`src/rtl/sipo_pkg.sv`:
```
package sipo_pkg;
  typedef struct packed {
    logic data;
    logic sclk;
    logic strobe_n;
    logic clear_n;
  } ctl_t;

  localparam int CTL_W = $bits(ctl_t);
  localparam ctl_t CTL_IDLE = '{data: 1'b0, sclk: 1'b0, strobe_n: 1'b1, clear_n: 1'b1};
endpackage

```
`src/rtl/sipo_sync.sv`:
```
module sipo_sync #(
  parameter int STAGES = 2,
  parameter int W = 4,
  parameter logic [W-1:0] INIT = '0
) (
  input  logic         clk,
  input  logic         rst_n,
  input  logic [W-1:0] async_in,
  output logic [W-1:0] sync_out
);
  logic [W-1:0] stage_q [STAGES];

  generate
    for (genvar s = 0; s < STAGES; s++) begin : g_stage
      if (s == 0) begin : g_first
        always_ff @(posedge clk or negedge rst_n)
          if (!rst_n) stage_q[s] <= INIT;
          else        stage_q[s] <= async_in;
      end else begin : g_next
        always_ff @(posedge clk or negedge rst_n)
          if (!rst_n) stage_q[s] <= INIT;
          else        stage_q[s] <= stage_q[s-1];
      end
    end
  endgenerate

  assign sync_out = stage_q[STAGES-1];
endmodule

```
`src/rtl/sipo_shifter.sv`:
```
module sipo_shifter #(
  parameter int DEPTH = 20
) (
  input  logic             clk,
  input  logic             rst_n,
  input  logic             sclk_s,
  input  logic             data_s,
  output logic [DEPTH-1:0] sr_q,
  output logic             shift_pulse
);
  logic sclk_prev_q;

  always_ff @(posedge clk or negedge rst_n)
    if (!rst_n) sclk_prev_q <= 1'b0;
    else        sclk_prev_q <= sclk_s;

  assign shift_pulse = sclk_s & ~sclk_prev_q;

  always_ff @(posedge clk or negedge rst_n)
    if (!rst_n)           sr_q <= '0;
    else if (shift_pulse) sr_q <= {sr_q[DEPTH-2:0], data_s};
endmodule

```
`src/rtl/sipo_latch.sv`:
```
module sipo_latch #(
  parameter int DEPTH = 20
) (
  input  logic             clk,
  input  logic             rst_n,
  input  logic             clear_n_s,
  input  logic             strobe_n_s,
  input  logic [DEPTH-1:0] sr_in,
  output logic [DEPTH-1:0] lat_q
);
  always_ff @(posedge clk or negedge rst_n)
    if (!rst_n)          lat_q <= '0;
    else if (!clear_n_s) lat_q <= '0;
    else if (!strobe_n_s) lat_q <= sr_in;
endmodule

```
`src/rtl/sipo_expander.sv`:
```
module sipo_expander
  import sipo_pkg::*;
#(
  parameter int DEPTH = 20,
  parameter int SYNC_STAGES = 2
) (
  input  logic             clk,
  input  logic             rst_n,
  input  logic             ser_din,
  input  logic             shift_clk,
  input  logic             strobe_n,
  input  logic             clear_n,
  output logic [DEPTH-1:0] par_q,
  output logic             ser_dout
);
  ctl_t ctl_raw, ctl_s;
  logic [DEPTH-1:0] sr_q;
  logic shift_pulse;
  logic data_s, sclk_s, stb_s, clr_s;

  assign ctl_raw = '{data: ser_din, sclk: shift_clk, strobe_n: strobe_n, clear_n: clear_n};

  sipo_sync #(.STAGES(SYNC_STAGES), .W(CTL_W), .INIT(CTL_IDLE)) u_sync (
    .clk(clk), .rst_n(rst_n), .async_in(ctl_raw), .sync_out(ctl_s)
  );

  assign data_s = ctl_s.data;
  assign sclk_s = ctl_s.sclk;
  assign stb_s  = ctl_s.strobe_n;
  assign clr_s  = ctl_s.clear_n;

  sipo_shifter #(.DEPTH(DEPTH)) u_shift (
    .clk(clk), .rst_n(rst_n), .sclk_s(sclk_s), .data_s(data_s),
    .sr_q(sr_q), .shift_pulse(shift_pulse)
  );

  sipo_latch #(.DEPTH(DEPTH)) u_latch (
    .clk(clk), .rst_n(rst_n), .clear_n_s(clr_s), .strobe_n_s(stb_s),
    .sr_in(sr_q), .lat_q(par_q)
  );

  assign ser_dout = sr_q[DEPTH-1];
endmodule

```
`config.mk`:
```
export PLATFORM = sky130hd
export DESIGN_NAME = sipo_expander
export DESIGN_NICKNAME = d
export VERILOG_FILES = /design/src/rtl/sipo_pkg.sv /design/src/rtl/sipo_sync.sv /design/src/rtl/sipo_shifter.sv /design/src/rtl/sipo_latch.sv /design/src/rtl/sipo_expander.sv
export SDC_FILE = /design/constraint.sdc
export NUM_CORES = 1
export LEC_CHECK = 0
export BUFFER_PORTS_ARGS = -buffer_cell sky130_fd_sc_hd__buf_4
export CAP_MARGIN = 20
export CORE_ASPECT_RATIO = 1.1
export CORE_MARGIN = 3
export CORE_UTILIZATION = 50
export DETAILED_ROUTE_END_ITERATION = 16
export PLACE_DENSITY = 0.71
export SLEW_MARGIN = 20
export SYNTH_ARGS = -nofsm -noshare
export SYNTH_HDL_FRONTEND = slang
export SYNTH_SLANG_ARGS = --single-unit
```
`constraint.sdc`:
```
create_clock -name clk -period 1.54 [get_ports clk]
set_clock_uncertainty 0.05 [all_clocks]
set_input_delay 0.308 -clock clk [delete_from_list [all_inputs] [get_ports clk]]
set_output_delay 0.308 -clock clk [all_outputs]
set_load 0.05 [all_outputs]
```
==> flow_metrics.py <==
metrics = {
    "run_status": {
        "outcome": "complete, no violations",
    },
    "detailed_routing": {
        "dr.pass1.iters": 4,
        "route.vias.total": 956,
        "drc": 0,
        "ant_nets": 0,
        "initialDrtViolationCount": 25,
        "avgRoutedWirePerCell_um": 14.5,
        "vias_per_cell": 4.85,
        "finalWirelength_um": 2860,
    },
    "cells_and_area": {
        "final_nets": 152,
        "area_delta_synth_final_pct": 17.3,
        "fin_util_pct": 61.6,
        "finalNonFillerCells": 197,
        "final_area_um2": 2270,
        "drive_above_1_share_pct": 40.1,
        "diodes": 0,
    },
    "logic_synthesis": {
        "syn_inst": 116,
        "syn_avg_cell_area_um2": 16.7,
        "yosysWarnings": 0,
        "syn-cell-area_um2": 1930,
        "seq_area_frac_synth_pct": 63.7,
        "ys.flop_type": "dfrtp_1",
        "yosysTopAreaCell": "dfrtp_1",
        "syn_nets": 122,
        "ys_top_cells_by_count": "45 x dfrtp_1, 20 x mux2_4, 20 x mux2i_1, 20 x nor2b_1, 4 x dfstp_2",
        "ys_seq_elements": 49,
        "synth_top_area_share_pct": 58.3,
        "synth-edff-count": 0,
        "async_flop_share_pct": 100,
        "yosysMostFrequentCell": "dfrtp_1",
        "synth_area_leaders": "dfrtp_1 58%, mux2_4 16%, mux2i_1 10%",
        "ys_types": 9,
    },
    "critical_path": {
        "crit_family": "flip-flops",
        "crit_path_start_kind": "flop",
        "cp.arrival_ns": 0.90,
        "cp-end-kind": "output pin",
        "cp.required_ns": 1.18,
        "critPathMaxFanout": 3,
        "slowest_delay_ns": 0.41,
        "cp_num_buf_inv": 1,
        "path_cells": "buf_4",
        "critPathKind": "reg -> out",
        "slowest_stage": "dfrtp_1",
    },
    "sta": {
        "grt_setup_unrepaired": "no",
        "worstMarginPinSlew_ns": 0.584,
        "fmax_mhz": 793,
        "hold_violations": 0,
        "setup_ws_ns": 0.279,
        "min_period_ns": 1.26,
        "post-route-period-util_pct": 81.9,
        "maxSlewViolCount": 0,
        "setup-tns-final_ns": 0,
        "setup_violations": 0,
        "max_slew_margin_pct": 61.1,
        "hold_ws_ns": 0.0642,
    },
    "die": {
        "core_area_um2": 3680,
        "dieArea_um2": 4650,
        "io-pin-count": 27,
        "row_count": 23,
        "dieWidth_um": 65.3,
        "dieHeight_um": 71.2,
        "start_util_pct": 52.5,
    },
    "pwr": {
        "clockPowerShare_pct": 22.1,
        "pwr-share-seq_pct": 52.1,
        "design_power_total_mw": 3.39,
        "pwr-share-comb_pct": 25.8,
        "power.density_nw_per_um2": 1500,
        "power.leakage_nw": 1.13,
        "p_sw_mw": 1.03,
        "power.internal_mw": 2.37,
        "peakVddDrop_mv": 0.765,
        "switching_share_pct": 30.2,
    },
    "grt": {
        "antenna_found_initial": 0,
        "grt_pass1_vias": 1045,
        "gr-usage-all-layers_pct": 14.1,
        "grt_pass1_wl_um": 4960,
        "grt_max_degree": 50,
        "grt-ovfl-total": 0,
    },
    "clock_tree": {
        "numCtsBuffers": 5,
        "cts_tree": "built",
        "cts_root_buf": "clkbuf_8",
        "cts.sinks": 49,
        "post_cts_buffers": 0,
        "cts_max_level": 2,
        "cts_resized": 0,
        "ctsLongestPathBuffers": 2,
        "clk_pin_slew_worst_paths_ns": 0.08,
        "clock_latency_ns": 0.29,
    },
    "placed_design": {
        "post_dp_cell_area_um2": 2170,
        "gp_congestion": 0.709,
        "port_buffers": 26,
        "dp_hpwl_um": 1900,
        "dp.cells": 188,
        "dp_slack_ns": 0.332,
    },
    "flow_run": {
        "maxCapViolCount": 0,
    },
    "worst_hold_path": {
        "hp-class": "in -> reg",
    },
}
## final timing paths
check                                          from  slack [ns]  depth (start not counted)            endpoint
worst max-delay path               u_shift.sr_q[19]        0.28                          1            ser_dout
worst min-delay path                       strobe_n        0.06                          1   u_sync.stage_q[5]
worst min register to register    u_sync.stage_q[4]        0.30                          0  u_sync.sync_out[0]
worst max register to register  u_shift.sclk_prev_q        0.32                          3     u_shift.sr_q[6]
max in group asynchronous                     rst_n        0.53                          2    u_latch.lat_q[5]
min in group asynchronous                     rst_n        0.52                          2    u_latch.lat_q[8]
## cell usage in the layout (no fill, tap or decap), drive strengths merged
cell type | netlist | final
clkbuf | 2 | 8
dfstp | 4 | 4
dfrtp | 45 | 45
buf | 4 | 28
nor2b | 21 | 21
mux2 | 20 | 20
mux2i | 20 | 20
dlygate4sd3 | 0 | 1
## layout make-up
| class | count | area (um^2) |
|---|---|---|
| well taps | 50 | 62.6 |
| clock buffers | 8 | 90.1 |
| repair buffers | 29 | 245 |
| flip-flops and latches | 49 | 1230 |
| fillers | 306 | 1420 |
| multi-input cells | 61 | 639 |
## routing by layer
layer	GRT usage [%]	wire (um)	up-vias	share of wire (%)
met3	4.23	154	5	5.4
met4	6.22	52	0	1.8
met5	0	0	-	0
met2	21.5	1330	25	46
li1	-	-	444	-
met1	18.7	1330	482	46
## state kept, by name (all words and copies together) (netlist names)
register,flops
u_sync.stage_q,4
u_shift.sr_q,20
u_latch.lat_q,20
u_shift.sclk_prev_q,1
u_sync.sync_out,4
## power groups by stage
| stage | logic (mW) | registers (mW) | clock network [mW] |
|---|---|---|---|
| finish | 0.877 | 1.77 | 0.750 |
| global placement | 0.859 | 1.79 | 0 |
| detailed placement | 0.886 | 1.80 | 0 |
| global route | 0.932 | 1.81 | 0.842 |
| CTS | 0.889 | 1.77 | 0.780 |
| floorplan | 0.444 | 1.97 | 0 |
## kinds of logic after synthesis
kind of cell           count (synthesis)  synth area share, %
AND/OR/NAND/NOR                       21                 7.18
flip-flops                            49                 63.7
buffers and inverters                  6                 3.24
multiplexers                          40                 25.9
## repair_timing
action                                 in CTS  in global routing
setup endpoints to repair                   0                  0
hold buffers                                1                  0
endpoints found under the hold margin      45                  0
Note: power is estimated with default switching activity, not from simulation.
